===== src/rtl/bwq_pkg.sv =====
package bwq_pkg;

    typedef enum logic [1:0] {
        ST_IDLE  = 2'd0,
        ST_WATCH = 2'd1,
        ST_SHORT = 2'd2,
        ST_REARM = 2'd3
    } det_state_e;

    typedef struct packed {
        logic below_lo;
        logic dominant;
        logic above_hi;
    } bus_lvl_t;

    localparam int unsigned LVL_BITS = 3;

    function automatic int unsigned cnt_width(input int unsigned limit);
        return (limit < 1) ? 1 : $clog2(limit + 1);
    endfunction

endpackage


===== src/rtl/bwq_sync.sv =====
module bwq_sync #(
    parameter int unsigned WIDTH  = 3,
    parameter int unsigned STAGES = 2
) (
    input  logic             clk,
    input  logic             rst,
    input  logic [WIDTH-1:0] d,
    output logic [WIDTH-1:0] q
);
    logic [STAGES-1:0][WIDTH-1:0] pipe;

    always_ff @(posedge clk) begin
        if (rst) begin
            pipe <= '0;
        end else begin
            pipe[0] <= d;
            for (int i = 1; i < int'(STAGES); i++) begin
                pipe[i] <= pipe[i-1];
            end
        end
    end

    assign q = pipe[STAGES-1];
endmodule


===== src/rtl/bwq_timer.sv =====
module bwq_timer #(
    parameter int unsigned LIMIT = 8,
    parameter int unsigned W     = 4
) (
    input  logic         clk,
    input  logic         rst,
    input  logic         clr,
    input  logic         inc,
    output logic [W-1:0] count
);
    localparam logic [W-1:0] TOP = W'(LIMIT);

    always_ff @(posedge clk) begin
        if (rst || clr) begin
            count <= '0;
        end else if (inc && (count != TOP)) begin
            count <= count + 1'b1;
        end
    end
endmodule


===== src/rtl/bwq_fsm.sv =====
module bwq_fsm
    import bwq_pkg::*;
#(
    parameter int unsigned FILTER_CYCLES = 8,
    parameter int unsigned WINDOW_CYCLES = 40,
    parameter int unsigned REARM_CYCLES  = 4,
    parameter int unsigned DW = 4,
    parameter int unsigned WW = 6,
    parameter int unsigned RW = 3
) (
    input  logic          clk,
    input  logic          rst,
    input  logic          sleep_mode,
    input  bus_lvl_t      lvl,
    input  logic [DW-1:0] dom_cnt,
    input  logic [WW-1:0] win_cnt,
    input  logic [RW-1:0] hi_cnt,
    output logic          dom_inc,
    output logic          dom_clr,
    output logic          win_inc,
    output logic          win_clr,
    output logic          hi_inc,
    output logic          hi_clr,
    output det_state_e    state,
    output logic          wake_req
);
    localparam logic [DW-1:0] FILT_MIN = DW'(FILTER_CYCLES);
    localparam logic [WW-1:0] WIN_LAST = WW'(WINDOW_CYCLES - 1);
    localparam logic [RW-1:0] HI_LAST  = RW'(REARM_CYCLES - 1);

    det_state_e state_nxt;
    logic       wake_nxt;

    // counter steering follows the present state
    always_comb begin
        dom_inc = (state == ST_WATCH) && lvl.dominant;
        dom_clr = !dom_inc;
        win_inc = (state == ST_WATCH);
        win_clr = !win_inc;
        hi_inc  = (state == ST_REARM) && lvl.above_hi;
        hi_clr  = !hi_inc;
    end

    always_comb begin
        state_nxt = state;
        wake_nxt  = 1'b0;
        if (!sleep_mode) begin
            state_nxt = ST_IDLE;
        end else begin
            unique case (state)
                ST_IDLE: begin
                    if (lvl.below_lo) state_nxt = ST_WATCH;
                end
                ST_WATCH: begin
                    if (!lvl.dominant && (dom_cnt >= FILT_MIN)) begin
                        wake_nxt  = 1'b1;
                        state_nxt = ST_REARM;
                    end else if (win_cnt >= WIN_LAST) begin
                        state_nxt = lvl.dominant ? ST_SHORT : ST_REARM;
                    end else if (!lvl.below_lo) begin
                        state_nxt = ST_IDLE;
                    end
                end
                ST_SHORT: begin
                    if (!lvl.dominant) begin
                        wake_nxt  = 1'b1;
                        state_nxt = ST_REARM;
                    end
                end
                ST_REARM: begin
                    if (lvl.above_hi && (hi_cnt >= HI_LAST)) state_nxt = ST_IDLE;
                end
                default: state_nxt = ST_IDLE;
            endcase
        end
    end

    always_ff @(posedge clk) begin
        if (rst) begin
            state    <= ST_IDLE;
            wake_req <= 1'b0;
        end else begin
            state    <= state_nxt;
            wake_req <= wake_nxt;
        end
    end
endmodule


===== src/rtl/bus_wake_qualifier.sv =====
module bus_wake_qualifier
    import bwq_pkg::*;
#(
    parameter int unsigned SYNC_STAGES   = 2,
    parameter int unsigned FILTER_CYCLES = 9000,
    parameter int unsigned WINDOW_CYCLES = 1000000,
    parameter int unsigned REARM_CYCLES  = 300
) (
    input  logic clk,
    input  logic rst,
    input  logic sleep_mode,
    input  logic bus_below_lo,
    input  logic bus_dominant,
    input  logic bus_above_hi,
    output logic monitor_on,
    output logic wake_req
);
    localparam int unsigned DW = cnt_width(FILTER_CYCLES);
    localparam int unsigned WW = cnt_width(WINDOW_CYCLES);
    localparam int unsigned RW = cnt_width(REARM_CYCLES);

    bus_lvl_t raw_lvl, lvl;
    det_state_e state;
    logic [DW-1:0] dom_cnt;
    logic [WW-1:0] win_cnt;
    logic [RW-1:0] hi_cnt;
    logic dom_inc, dom_clr, win_inc, win_clr, hi_inc, hi_clr;

    assign raw_lvl = '{below_lo: bus_below_lo, dominant: bus_dominant, above_hi: bus_above_hi};

    // flags cross into the clock domain
    bwq_sync #(.WIDTH(LVL_BITS), .STAGES(SYNC_STAGES)) u_sync (
        .clk(clk), .rst(rst), .d(raw_lvl), .q(lvl)
    );

    bwq_timer #(.LIMIT(FILTER_CYCLES), .W(DW)) u_dom_tmr (
        .clk(clk), .rst(rst), .clr(dom_clr), .inc(dom_inc), .count(dom_cnt)
    );

    bwq_timer #(.LIMIT(WINDOW_CYCLES), .W(WW)) u_win_tmr (
        .clk(clk), .rst(rst), .clr(win_clr), .inc(win_inc), .count(win_cnt)
    );

    bwq_timer #(.LIMIT(REARM_CYCLES), .W(RW)) u_hi_tmr (
        .clk(clk), .rst(rst), .clr(hi_clr), .inc(hi_inc), .count(hi_cnt)
    );

    bwq_fsm #(
        .FILTER_CYCLES(FILTER_CYCLES), .WINDOW_CYCLES(WINDOW_CYCLES),
        .REARM_CYCLES(REARM_CYCLES), .DW(DW), .WW(WW), .RW(RW)
    ) u_fsm (
        .clk(clk), .rst(rst), .sleep_mode(sleep_mode), .lvl(lvl),
        .dom_cnt(dom_cnt), .win_cnt(win_cnt), .hi_cnt(hi_cnt),
        .dom_inc(dom_inc), .dom_clr(dom_clr), .win_inc(win_inc),
        .win_clr(win_clr), .hi_inc(hi_inc), .hi_clr(hi_clr),
        .state(state), .wake_req(wake_req)
    );

    assign monitor_on = (state == ST_WATCH);
endmodule


===== config.mk =====
export PLATFORM = sky130hd
export DESIGN_NAME = bus_wake_qualifier
export DESIGN_NICKNAME = d
export VERILOG_FILES = /design/src/rtl/bwq_pkg.sv /design/src/rtl/bwq_sync.sv /design/src/rtl/bwq_timer.sv /design/src/rtl/bwq_fsm.sv /design/src/rtl/bus_wake_qualifier.sv
export SDC_FILE = /design/constraint.sdc
export NUM_CORES = 1
export LEC_CHECK = 0
export ABC_AREA = 0
export BUFFER_PORTS_ARGS = -buffer_cell sky130_fd_sc_hd__buf_2
export CORE_MARGIN = 10
export CORE_UTILIZATION = 60
export DETAILED_ROUTE_END_ITERATION = 8
export PLACE_DENSITY = 0.84
export SETUP_SLACK_MARGIN = 0.4
export SKIP_CTS_REPAIR_TIMING = 1
export SYNTH_ARGS = -nofsm -noshare
export SYNTH_HDL_FRONTEND = slang
export SYNTH_SLANG_ARGS = --single-unit

===== constraint.sdc =====
create_clock -name clk -period 5.65 [get_ports clk]
set_input_delay 1.4125 -clock clk [delete_from_list [all_inputs] [get_ports clk]]
set_output_delay 1.4125 -clock clk [all_outputs]
set_load 0.05 [all_outputs]

==> results by group <==
Detailed routing
  – Detailed Route WL: 5.19 mm
  – Post-detailed-route count of antenna-violating nets: 0
  – Initial DRC Count: 111
  – Drt pass-1 iters: 4
  – DRC viols: 0
  – Total number of vias: between 2,000 and 2,500
  – Vias per cell: approximately 6.0
  – WL/cell: 14.4 um

Pwr
  – Net Sw Power: 0.000133 W
  – Leakage: about 0.87 nW
  – Power Density: approximately 230 nW/um2
  – Clk network pwr share: 0.406
  – Maximum vdd drop: 0.148 mV
  – P_int: 0.000506 W
  – Sw frac: 0.208
  – Flop pwr share: 0.579
  – Combinational share of power: 0.015

Synthesis
  – Synthesized net count: 323
  – XOR/XNOR share of the synthesized area: 0.0703
  – Register area share after synthesis: 0.398
  – #FFs+latches synth: between 50 and 60
  – Complex-gate fraction of the synthesized area: 0.135
  – Share of the synthesized area in the top cell type: 0.398
  – Synth Area in Adders: 0.0478
  – Synth warn: 0
  – Synth unique cells: 43
  – Syn Inst Count: 307
  – Combinational family with the most area after synthesis: simple AND/OR/NAND/NOR gates
  – Top post-synthesis cells by area: dfxtp_1 40%, ha_1 4.8%, xnor2_1 4.4%, nor2_1 4.3%, or3_1 3.8%
  – Simple-gate portion of the synthesized area: 0.295
  – Post-Syn Area: 2620 um2
  – Mean Syn Cell Area: 8.52 um2
  – Synth area leader: dfxtp_1
  – Multiplexer share of the synthesized area: 0.0153

Die
  – Die X: 86.0 um
  – Row count: 23
  – Die H: 86.0 um
  – Die area: 7400 um2
  – Number of I/O pins: 8
  – Initial Util: 0.635
  – Core ar.: between 4000 and 5000 um2

Worst setup path
  – Worst EP arrival: about 1800 ps
  – Top delay family on crit path: adder cells
  – CP Class: reg -> out
  – Critical path's slowest cell: ha_1
  – Slowest cell delay on critical path: 580 ps
  – WP buf/inv: 2
  – RR Endpoint: u_win_tmr.count[8]
  – Critical Path Fanout Max: 18
  – Worst path required time: 4240 ps
  – FF-to-FF Start: u_win_tmr.count[11]
  – Worst-path cell chain: inv_1 > ha_1 > buf_2
  – Cells on worst reg2reg path: 5
  – CP endpoint kind: primary output
  – Crit start category: flop
  – Flop-to-flop setup slack: 2970 ps

Final layout
  – Highest-count cells in the layout ignoring fill and taps: 52 x dfxtp_1, 30 x nor2_1, 23 x nand2_1
  – Most common cell after layout, fill and taps aside: dfxtp_1
  – Post-Layout Cell Count: 361
  – Layout area overhead: 6.51%
  – N_diodes: 0
  – Share of cells above drive strength 1: 0.0611
  – Total Nets Final: between 300 and 400

Run
  – Max_cap viols: 0

STA
  – Slew @ Worst Pin: 795 ps
  – Clock Skew: 11.0 ps
  – Sum Neg Setup Slack: 0 ps
  – Final Hold Vio Count: 0
  – Fin. max-slew vios: 0
  – Top achievable clock speed: 313 MHz
  – RSZ-0062 raised after global routing: no
  – Setup violators final: 0
  – Worst rel slew slack: 0.468
  – Tmin final: around 3200 ps
  – Tcrit/Tclk final: 0.566

Placed design
  – Dpl cells: 353
  – PortBufs: 7
  – Hpwl dp: 3.66 mm
  – GP Congestion: 0.839

Hold path
  – Hold_sp: u_sync.pipe[1]
  – Hold Path Depth: 1
  – Worst hold path type: reg -> reg
  – Hold Path End: u_sync.q[1]

Global routing
  – Vias in the first global route: 2,109
  – Initial antenna violation count: 0
  – GR Overflow Total: 0
  – First-pass GRT wire length: 9.09 mm
  – Largest net degree at the start of global routing: 21
  – Global-route usage over all layers: 0.146

Clock tree
  – Clock Sink Count: 52
  – Clk Latency, worst-skew pair: 310 ps
  – CTS tree: done
  – Reg clk slew, reported paths: 100 ps
  – H-Tree Level Count: 2
  – Maximum buffer depth of the clock tree: 2
  – Cts bufs inserted: 5
  – Root Driver: clkbuf_8

Run status
  – Outcome: finished, final reports clean
==> stage by stage <==
step	cell area, um2	power, W	util	setup WS [ps]	hold WS [ps]
floorplan	2620	0.000384	-	3310	414
global placement	2670	0.000388	0.649	2860	415
detailed placement	2670	0.000388	0.649	2840	433
CTS	2790	0.000645	0.677	2480	450
global route	2790	0.000662	0.677	2340	460
finish	2790	0.000639	0.677	2450	445
==> area by class of cell <==
type / instances / area, um2
Multi-Input combinational cell: 229 / 1480
Clock buffer: 5 / 68.8
Timing Repair Buffer: 7 / 35.0
Clock inverter: 3 / 46.3
Fill cell: 355 / 1330
Sequential cell: 52 / 1040
Inverter: 15 / 56.3
Tap cell: 50 / 62.6
==> synthesized netlist by cell type <==
cell / number
dfxtp_1: 52
a311oi_1: 2
nor3_1: 4
nand2_1: 23
nor3b_1: 1
a2111oi_1: 1
nor2b_1: 9
o21ai_0: 16
clkbuf_1: 9
nand4b_1: 1
and4_1: 3
and3_1: 8
xor2_1: 8
nand2b_1: 2
nand4_1: 13
nor2_1: 30
a211o_1: 1
mux2i_1: 4
xnor2_1: 13
a221oi_1: 1
or3_1: 16
buf_1: 1
or4_1: 6
and2_1: 2
a2111oi_0: 1
or4_4: 2
nor4_1: 3
nand4bb_1: 1
inv_1: 15
buf_2: 1
a211oi_1: 1
o211ai_1: 10
ha_1: 10
o311a_1: 1
nand3_1: 9
a31oi_1: 1
o31ai_1: 2
o2111ai_1: 3
nand3b_1: 1
or2_2: 1
nor4bb_1: 2
nor4_4: 1
a21oi_1: 16
==> power by group through the flow <==
stage | Clock [W] | Combinational (W) | Sequential [W]
2_1_floorplan | 0 | 0.00000598 | 0.000378
3_3_place_gp | 0 | 0.00000925 | 0.000378
3_5_place_dp | 0 | 0.00000933 | 0.000379
4_1_cts | 0.000266 | 0.00000947 | 0.000370
5_1_grt | 0.000281 | 0.0000107 | 0.000370
6_report | 0.000260 | 0.00000943 | 0.000370
==> cells by family (layout without fill, tap and decap cells) <==
logic type / after synthesis / in the layout
AO/OA/AOI/OAI: 56 / 56
multiplexers: 4 / 4
buffers and inverters: 26 / 30
AND/OR/NAND/NOR: 138 / 138
XOR/XNOR: 21 / 21
flip-flops: 52 / 52
adder cells (fa/ha/maj): 10 / 10
==> metal layers <==
layer  routed length, um  vias up  GRT usage  part of all wire
li1                    -     1108          -                 -
met1                2390     1033      0.164              0.46
met2                2510       29      0.249              0.48
met3                 165       12     0.0350             0.032
met4                 120        0     0.0719             0.023
met5                   0        -          0                 0
==> registers in the layout, indices dropped and copies added, names as in the netlist, named ones only <==
name	cells
u_dom_tmr.count	14
u_fsm.state	1
u_fsm.wake_req	1
u_hi_tmr.count	9
u_sync.pipe	3
u_sync.q	3
u_win_tmr.count	20
==> worst max-delay path by stage <==
stage	endpoint	cells after the start
floorplan	u_win_tmr.count[15]	4
global placement	u_win_tmr.count[15]	4
detailed placement	u_win_tmr.count[17]	4
CTS	monitor_on	3
global route	monitor_on	3
finish	monitor_on	3
No activity file was read; power rests on OpenSTA's default activity.
